## src/rtl/rxd_pkg.sv

```systemverilog
`timescale 1ns/1ps
package rxd_pkg;
  localparam int WORD_W  = 32;
  localparam int OWN_BIT = 31;
  localparam int LEN_FLD = 16;
  localparam int ST_GOOD = 16;
  localparam int ST_ERR  = 18;
  localparam int ST_OVF  = 19;
  localparam logic [WORD_W-1:0] OFS_STAT = 32'd4;
  localparam logic [WORD_W-1:0] OFS_NEXT = 32'd8;

  typedef enum logic [3:0] {
    S_IDLE, S_RD0, S_RD2, S_CAP0, S_CAP2, S_READY,
    S_RECV, S_WSTAT, S_WOWN, S_ADV, S_HALT
  } rx_state_e;
endpackage

```

## src/rtl/rxd_sof_trk.sv

```systemverilog
`timescale 1ns/1ps
module rxd_sof_trk (
  input  logic clk,
  input  logic rst,
  input  logic in_valid,
  input  logic in_last,
  output logic sof
);
  logic mid_q;

  always_ff @(posedge clk) begin
    if (rst) mid_q <= 1'b0;
    else if (in_valid) mid_q <= !in_last;
  end

  assign sof = in_valid && !mid_q;
endmodule

```

## src/rtl/rxd_word_cnt.sv

```systemverilog
`timescale 1ns/1ps
module rxd_word_cnt #(
  parameter int LEN_W = 16
) (
  input  logic             clk,
  input  logic             rst,
  input  logic             start,
  input  logic             step,
  input  logic [LEN_W-1:0] max_words,
  output logic [LEN_W-1:0] widx,
  output logic [LEN_W-1:0] cnt_q,
  output logic             ovf_q
);
  logic at_cap;

  assign at_cap = (cnt_q >= max_words);
  assign widx   = start ? '0 : (at_cap ? max_words - 1'b1 : cnt_q);

  always_ff @(posedge clk) begin
    if (rst) begin
      cnt_q <= '0;
      ovf_q <= 1'b0;
    end else if (start) begin
      cnt_q <= {{(LEN_W-1){1'b0}}, 1'b1};
      ovf_q <= 1'b0;
    end else if (step) begin
      if (cnt_q != '1) cnt_q <= cnt_q + 1'b1;
      if (at_cap) ovf_q <= 1'b1;
    end
  end
endmodule

```

## src/rtl/rxdesc_dma.sv

```systemverilog
`timescale 1ns/1ps
module rxdesc_dma
  import rxd_pkg::*;
#(
  parameter int LEN_W = 16
) (
  input  logic              clk,
  input  logic              rst,
  input  logic              cfg_rx_en,
  input  logic              cfg_skip_unowned,
  input  logic [WORD_W-1:0] cfg_desc_start,
  input  logic [LEN_W-1:0]  cfg_max_words,
  input  logic              in_valid,
  input  logic [WORD_W-1:0] in_data,
  input  logic              in_last,
  input  logic              in_err,
  output logic              mem_rd,
  output logic              mem_wr,
  output logic [WORD_W-1:0] mem_addr,
  output logic [WORD_W-1:0] mem_wdata,
  input  logic [WORD_W-1:0] mem_rdata,
  output logic              irq
);
  rx_state_e         st_q;
  logic [WORD_W-1:0] desc_q, buf_q, next_q;
  logic              own_q, err_q, wr_data_q;
  logic              sof, start, step, ovf_q;
  logic [LEN_W-1:0]  widx, cnt_q;
  logic [WORD_W-1:0] stat_w, data_addr, lim_bytes;

  rxd_sof_trk u_sof (
    .clk(clk), .rst(rst), .in_valid(in_valid), .in_last(in_last), .sof(sof)
  );

  assign start = (st_q == S_READY) && cfg_rx_en && sof;
  assign step  = (st_q == S_RECV) && in_valid;

  rxd_word_cnt #(.LEN_W(LEN_W)) u_cnt (
    .clk(clk), .rst(rst), .start(start), .step(step),
    .max_words(cfg_max_words), .widx(widx), .cnt_q(cnt_q), .ovf_q(ovf_q)
  );

  assign data_addr = buf_q + WORD_W'({widx, 2'b00});
  assign lim_bytes = WORD_W'({cfg_max_words, 2'b00});

  always_comb begin
    stat_w              = '0;
    stat_w[LEN_FLD-1:0] = LEN_FLD'(cnt_q);
    stat_w[ST_OVF]      = ovf_q;
    stat_w[ST_ERR]      = err_q;
    stat_w[ST_GOOD]     = !ovf_q && !err_q;
  end

  always_ff @(posedge clk) begin
    if (rst) begin
      st_q      <= S_IDLE;
      mem_rd    <= 1'b0;
      mem_wr    <= 1'b0;
      mem_addr  <= '0;
      mem_wdata <= '0;
      irq       <= 1'b0;
      desc_q    <= '0;
      buf_q     <= '0;
      next_q    <= '0;
      own_q     <= 1'b0;
      err_q     <= 1'b0;
      wr_data_q <= 1'b0;
    end else begin
      mem_rd    <= 1'b0;
      mem_wr    <= 1'b0;
      irq       <= 1'b0;
      wr_data_q <= 1'b0;
      case (st_q)
        S_IDLE: if (cfg_rx_en) begin
          desc_q <= cfg_desc_start;
          st_q   <= S_RD0;
        end
        S_RD0: begin
          mem_rd   <= 1'b1;
          mem_addr <= desc_q;
          st_q     <= S_RD2;
        end
        S_RD2: begin
          mem_rd   <= 1'b1;
          mem_addr <= desc_q + OFS_NEXT;
          st_q     <= S_CAP0;
        end
        S_CAP0: begin
          own_q <= mem_rdata[OWN_BIT];
          buf_q <= {1'b0, mem_rdata[OWN_BIT-1:0]};
          st_q  <= S_CAP2;
        end
        S_CAP2: begin
          next_q <= mem_rdata;
          if (own_q) st_q <= S_READY;
          else if (cfg_skip_unowned) begin
            desc_q <= mem_rdata;
            st_q   <= (mem_rdata == '0) ? S_HALT : S_RD0;
          end else begin
            irq  <= 1'b1;
            st_q <= S_HALT;
          end
        end
        S_READY: begin
          if (!cfg_rx_en) st_q <= S_IDLE;
          else if (start) begin
            mem_wr    <= 1'b1;
            wr_data_q <= 1'b1;
            mem_addr  <= data_addr;
            mem_wdata <= in_data;
            err_q     <= in_err;
            st_q      <= in_last ? S_WSTAT : S_RECV;
          end
        end
        S_RECV: if (in_valid) begin
          mem_wr    <= 1'b1;
          wr_data_q <= 1'b1;
          mem_addr  <= data_addr;
          mem_wdata <= in_data;
          err_q     <= err_q | in_err;
          if (in_last) st_q <= S_WSTAT;
        end
        S_WSTAT: begin
          mem_wr    <= 1'b1;
          mem_addr  <= desc_q + OFS_STAT;
          mem_wdata <= stat_w;
          st_q      <= S_WOWN;
        end
        S_WOWN: begin
          mem_wr    <= 1'b1;
          mem_addr  <= desc_q;
          mem_wdata <= {1'b0, buf_q[OWN_BIT-1:0]};
          irq       <= 1'b1;
          st_q      <= S_ADV;
        end
        S_ADV: begin
          desc_q <= next_q;
          if (next_q == '0) st_q <= S_HALT;
          else if (cfg_rx_en) st_q <= S_RD0;
          else st_q <= S_IDLE;
        end
        S_HALT: if (!cfg_rx_en) st_q <= S_IDLE;
        default: st_q <= S_IDLE;
      endcase
    end
  end

  AST_ONE_ACCESS: assert property (@(posedge clk) disable iff (rst)
    !(mem_wr && mem_rd));
  AST_DATA_IN_BUF: assert property (@(posedge clk) disable iff (rst)
    (mem_wr && wr_data_q) |-> ((mem_addr - buf_q) < lim_bytes));
  AST_IRQ_PULSE: assert property (@(posedge clk) disable iff (rst)
    irq |=> !irq);
  AST_HALT_NO_WRITE: assert property (@(posedge clk) disable iff (rst)
    (st_q == S_HALT) |-> !mem_wr);
endmodule

```

## config.mk

```make
export PLATFORM = sky130hd
export DESIGN_NAME = rxdesc_dma
export DESIGN_NICKNAME = d
export VERILOG_FILES = /design/src/rtl/rxd_pkg.sv /design/src/rtl/rxd_sof_trk.sv /design/src/rtl/rxd_word_cnt.sv /design/src/rtl/rxdesc_dma.sv
export SDC_FILE = /design/constraint.sdc
export NUM_CORES = 1
export LEC_CHECK = 0
export BUFFER_PORTS_ARGS = -buffer_cell sky130_fd_sc_hd__buf_2
export CAP_MARGIN = 20
export CORE_ASPECT_RATIO = 1.75
export CORE_MARGIN = 1.5
export CORE_UTILIZATION = 30
export CTS_CLUSTER_DIAMETER = 150
export CTS_CLUSTER_SIZE = 16
export DETAILED_ROUTE_END_ITERATION = 8
export REMOVE_ABC_BUFFERS = 1
export SYNTH_ARGS = -nofsm -noshare
export SYNTH_HDL_FRONTEND = slang
export SYNTH_SLANG_ARGS = --single-unit
```

## constraint.sdc

```tcl
create_clock -name clk -period 8.8 [get_ports clk]
set_input_delay 1.76 -clock clk [delete_from_list [all_inputs] [get_ports clk]]
set_output_delay 1.76 -clock clk [all_outputs]
set_load 0.1 [all_outputs]
```

* Word-level counts from Yosys, hierarchy flattened
Cells that the tools add are included.
Word-level totals: bits in registers 186, input port bits 119, output and inout port bits 67, logic and storage cells 114
Cells by class: add/subtract/negate cells 5, $lt $le $gt $ge 1, equality and inequality tests 20, muxes and demuxes 42, bitwise operators 1, reduce and logical (&&, ||, !) cells 30
Operators by type and width (count):
- two-way mux 32 bit | 9
- case mux 32 bit (5 select lines) | 1
- case mux 32 bit (4 select lines) | 1
- case mux 32 bit (3 select lines) | 1
- zero test 32 bit | 2
- case mux 4 bit (11 select lines) | 1
- two-way mux 4 bit | 10
- adder 31 x 18 -> 32 bit | 1
- adder 32 x 3 -> 32 bit (second input constant) | 1
- adder 32 x 4 -> 32 bit (second input constant) | 1
- two-way mux 16 bit | 2
- adder 16 x 1 -> 16 bit (second input constant) | 1
- equality test 4 x 3 -> 1 bit (second input constant) | 4
- >= comparator 16 bit | 1
- != test 16 bit (second input constant) | 1
- AND reduction 4 bit | 4
- subtractor 16 x 1 -> 16 bit (second input constant) | 1
- two-way mux 1 bit | 14
- != test 2 bit (second input constant) | 7
- equality test 4 bit (second input constant) | 3
- equality test 4 x 2 -> 1 bit (second input constant) | 2
- OR reduction 2 bit | 4
- AND reduction 2 bit | 3
- nonzero test 2 bit | 3
- other kinds (13) | 21

* Longest topological paths before layout
word-level depth 8, mapped depth 20, gate-level depth less buffers 18

* Cells and area by module
From an unflattened synthesis, not the netlist that was laid out.
Second synthesis, totals: cell total of the unflattened synthesis 1599, area total of the unflattened synthesis 11736.3 µm²
Modules (own cells, without submodules):
- rxdesc_dma | instances 1, cells each 1361, area each 9899.5 µm², seq. area each 3363.2 µm²
- rxd_word_cnt | instances 1, cells each 234, area each 1799.2 µm², seq. area each 340.3 µm²
- rxd_sof_trk | instances 1, cells each 4, area each 37.5 µm², seq. area each 20.0 µm²

* Least setup slack after synthesis
Ideal clock, no wire load.
path type input -> register, start in cfg_max_words[9], end reg mem_addr[26], library setup time 0.087 ns, arrival time 5.426 ns, data required time 8.713 ns, setup slack 3.287 ns, stages on the path 20, path buffers 2, path through inv_1 ha_1 a21o_1 a21o_1 a21oi_1 o2111ai_1 and2_1 clkbuf_1 clkbuf_1 a211oi_1 a211oi_1 ha_1 fa_1 a211oi_1 o21ai_2 o2111a_1 o21a_2 o21ai_0 xor2_1 o31ai_1
On the way: cells in the longest elaborated chain, start to end 7, elaborated cells on any way between the ends 9, classes of those cells add/sub (2); order compare (1); mux (6)
Ends and longest elaborated chain:
- start, declared | line rxdesc_dma.sv:12 | input logic [LEN_W-1:0] cfg_max_words,
- subtractor 16 x 1 -> 16 bit / >= comparator 16 bit (equally long branches) | line rxd_word_cnt.sv:17, rxd_word_cnt.sv:16
- two-way mux 16 bit * (2 in a row) | line rxd_word_cnt.sv:17 | assign widx = start ? '0 : (at_cap ? max_words - 1'b1 : cnt_q);
- adder 31 x 18 -> 32 bit * | line rxdesc_dma.sv:43 | assign data_addr = buf_q + WORD_W'({widx, 2'b00});
- two-way mux 32 bit | line rxdesc_dma.sv:106 | else if (start) begin
- two-way mux 32 bit | line rxdesc_dma.sv:105 | if (!cfg_rx_en) st_q <= S_IDLE;
- case mux 32 bit (5 select lines) * | line rxdesc_dma.sv:73 | case (st_q)
- end signal, assigned | line rxdesc_dma.sv:80 | mem_addr <= desc_q;
- end signal, assigned | line rxdesc_dma.sv:85 | mem_addr <= desc_q + OFS_NEXT;
- end signal, assigned | line rxdesc_dma.sv:109 | mem_addr <= data_addr;
- end, declared | line rxdesc_dma.sv:19 | output logic [WORD_W-1:0] mem_addr,
Mark *: on every way between the ends. The rest lies on a longest branch, timed or not. The select of a mux whose other input is x is not followed. A chain may end at the register's enable or synchronous reset.

* Worst setup path after layout
start in cfg_max_words[9], end reg mem_addr[21]
Same word-level chain as after synthesis.

==> results.py <==
metrics = {
    "run_status": {
        "status": "completed",
    },
    "yosys": {
        "synthSimpleGateAreaFrac_pct": 25.09,
        "synth_top_area_cell": "dfxtp_1",
        "synthMuxAreaShare_pct": 0.4287,
        "synth_compound_area_share_pct": 28.25,
        "synth_top_area_share_pct": 31.90,
        "synth-main-ff-cell": "dfxtp_1",
        "synth_seq_cells": 186,
        "synth_top_family_by_area": "compound AO/OA/AOI/OAI gates",
        "yosysUniqueCellTypes": 80,
        "synth_warnings": 0,
        "synth-async-reset-ratio_pct": 0,
        "synth_area_leaders": "dfxtp_1 32%, nand2_1 8.6%, a21oi_1 5.6%, nor2_1 4.9%, a22oi_1 4.4%",
        "ys_seq_area_share_pct": 31.90,
        "synth_edf_count": 0,
        "synth_cells": 1557,
        "avgSynthCellArea_um2": 7.498,
        "syn_area_um2": 11670,
        "synth_xor_area_share_pct": 4.502,
        "synth_adder_area_share_pct": 4.030,
    },
    "sta": {
        "hold_viol_final": 0,
        "holdWs_ns": 0.4699,
        "layout_setup_ws_ns": 3.020,
        "skew_ns": 0.01251,
        "fmax_ghz": 0.1730,
        "setup_viol": 0,
        "fin_setup_tns_ns": 0,
        "slew_headroom_pct": 28.02,
        "rsz0062_at_grt": "false",
        "period_share_pct": 65.68,
        "period_needed_ns": 5.780,
        "tightest_slew_ns": 1.080,
        "slew_violations": 0,
    },
    "worst_setup_path": {
        "cp_top_family": "compound AO/OA/AOI/OAI gates",
        "crit_arrival_ns": 6.14,
        "path_buf_inv": 2,
        "cp-end-kind": "flip-flop",
        "crit_fanout": 18,
        "cp_cell_sequence": "buf_2 > inv_1 > ha_1 > a21o_1 > a21o_1 > a21oi_1 > o21ai_0 > and2_1 > a21o_1 > a211oi_1 > ha_1 > a21oi_1 > o22ai_1 > a21oi_4 > a21oi_1 > o2111a_1 > o31a_1 > a311o_1",
        "crit_required_ns": 9.16,
        "crit_slowest_cell": "a211oi_1",
        "slowest_delay_ns": 0.45,
        "worstSetupStartpointType": "input port",
        "critPathKind": "in -> reg",
    },
    "clocking": {
        "clk_latency_ns": 0.47,
        "cts_repair_resize_count": 0,
        "cts-root-buf": "clkbuf_16",
        "cts_buffer_depth": 2,
        "clock_sinks": 186,
        "post-cts-setup-buffers": 0,
        "cts_hold_buf": 0,
        "cts_tree": "yes",
        "cts-buffers-inserted": 17,
        "clkTransAtPathRegs_ns": 0.08,
        "cts.htree.levels": 4,
    },
    "route": {
        "wl_per_cell_um": 21.68,
        "wirelength_mm": 46.63,
        "post_drt_via_cell_ratio": 5.820,
        "route.detailed.drc": 0,
        "num_vias": 12520,
        "drt_pass1_iterations": 8,
        "drtAntennaViolNets": 0,
        "drt_iter0_drc": 1127,
    },
    "power_and_ir_drop": {
        "vdd_drop_max_v": 0.0001338,
        "cellLeakagePower_uw": 0.005002,
        "p_total_uw": 2699,
        "clkPwrFrac_pct": 29.0,
        "power.density_nw_per_um2": 201.2,
        "p_int_uw": 1523,
        "switching_share_pct": 43.57,
        "power_frac_comb_pct": 31.7,
        "netSwitchingPower_uw": 1176,
        "p_seq_share_pct": 39.3,
    },
    "placed_design": {
        "port_buffers": 185,
        "dp_slack_ns": 2.609,
        "placed_cells": 2118,
        "gp_congestion": 0.9214,
        "place_hpwl_mm": 34.66,
    },
    "global_routing": {
        "grt_overflow": 0,
        "grt.total_usage_pct": 22.58,
        "grt_max_degree": 67,
        "grt_pass1_wl_mm": 69.63,
        "antenna_found_initial": 0,
        "grt_pass1_vias": 12020,
    },
    "cells_and_area": {
        "stdcell_count": 2151,
        "syn_to_final_growth_pct": 14.92,
        "seq_area_um2": 3724,
        "diodes": 0,
        "final_common_cell": "nand2_1",
        "final_cell_mix": "267 x nand2_1, 186 x dfxtp_1, 184 x buf_2, 148 x nor2_1, 131 x a21oi_1",
        "fillCellCount": 4027,
        "nets": 1809,
        "drive_gt1_share_pct": 16.27,
        "multiInputGateArea_um2": 7320,
    },
    "floorplan": {
        "die_width_um": 152.1,
        "die_area_um2": 40150,
        "ios": 186,
        "core_area_um2": 38390,
        "initial_utilization_pct": 30.41,
        "die_height_um": 264.0,
        "row_count": 95,
    },
    "flow_run": {
        "cap_viol_max_count": 0,
    },
    "hold_path": {
        "hold_class": "reg -> reg",
    },
}
## tightest hold or removal path, delay by kind of cell, from the launching register on
family,cells,cell delay (ns)
simple gates,1,0.06
flops,1,0.31
compound gates,1,0.05
## path summary, 6_finish.rpt
kind / start / to / slack, ns / depth (start not counted)
worst min-delay path: mem_wdata[31]$_SDFFE_PP0P_ / mem_wdata[31]$_SDFFE_PP0P_ / 0.47 / 2
worst min register to register: mem_wdata[31]$_SDFFE_PP0P_ / mem_wdata[31]$_SDFFE_PP0P_ / 0.47 / 2
worst max-delay path: cfg_max_words[9] / mem_addr[21]$_SDFFE_PP0P_ / 3.02 / 18
worst max register to register: u_cnt.cnt_q[0]$_SDFFE_PP0P_ / mem_addr[26]$_SDFFE_PP0P_ / 3.95 / 18
## area by class of cell
class / instances / share of cell area (%)
sequential: 186 / 27.76
clock buffer: 18 / 3.199
inverter: 30 / 0.8394
clock inverter: 14 / 1.045
tap: 485 / 4.523
multi-input combinational: 1215 / 54.56
timing repair buffer: 203 / 8.077
## state kept, by name, summed over array words and instances (netlist names), 4 cells and up
signal       flops
mem_wdata       32
st_q             4
desc_q          32
buf_q           31
mem_addr        32
next_q          32
u_cnt.cnt_q     16
## Yosys cell counts (6+ instances only)
cell type and count:
dfxtp_1 186, xor2_1 24, and2_1 8, nand4_1 31, o21a_1 6, clkbuf_1 73, nand2_1 267, inv_1 30
xnor2_1 36, a211oi_1 58, buf_4 12, buf_2 35, a21oi_1 131, nor3_1 33, o221ai_1 6, a311oi_1 56
nor2b_1 9, o211ai_1 12, nand3_1 39, o21ai_0 57, nor4_1 26, and3_1 15, a22oi_1 69, nor2_1 152
a31oi_1 17, o31ai_1 7, a21o_1 9, ha_1 36
## metrics by stage
stage | utilization, % | instance area [µm²]
after floorplan | - | 11110
after global placement | 33.39 | 12820
after detailed placement | 33.39 | 12820
after CTS | 34.87 | 13390
after global routing | 34.94 | 13420
final | 34.94 | 13420
## power groups by stage
stage	combinational [µW]	clock [µW]	sequential [µW]
6_report	856	783	1060
5_1_grt	910	826	1070
3_3_place_gp	842	0	1070
4_1_cts	850	797	1060
3_5_place_dp	848	0	1070
2_1_floorplan	301	0	1340
## cell families after synthesis
family          Yosys count
compound gates          485
fa+ha+maj                37
simple gates            628
xor+xnor                 60
mux                       5
buf+inv                 156
flops                   186
## per-layer routing
| layer | up-vias | track usage, % | wire length [µm] |
|---|---|---|---|
| met2 | 478 | 40.45 | 23860 |
| met3 | 173 | 3.461 | 2143 |
| met4 | 0 | 20.55 | 4464 |
| li1 | 5923 | - | - |
| met1 | 5944 | 22.23 | 16160 |
| met5 | - | 0 | 0 |
(Power assumes the default switching activity.)
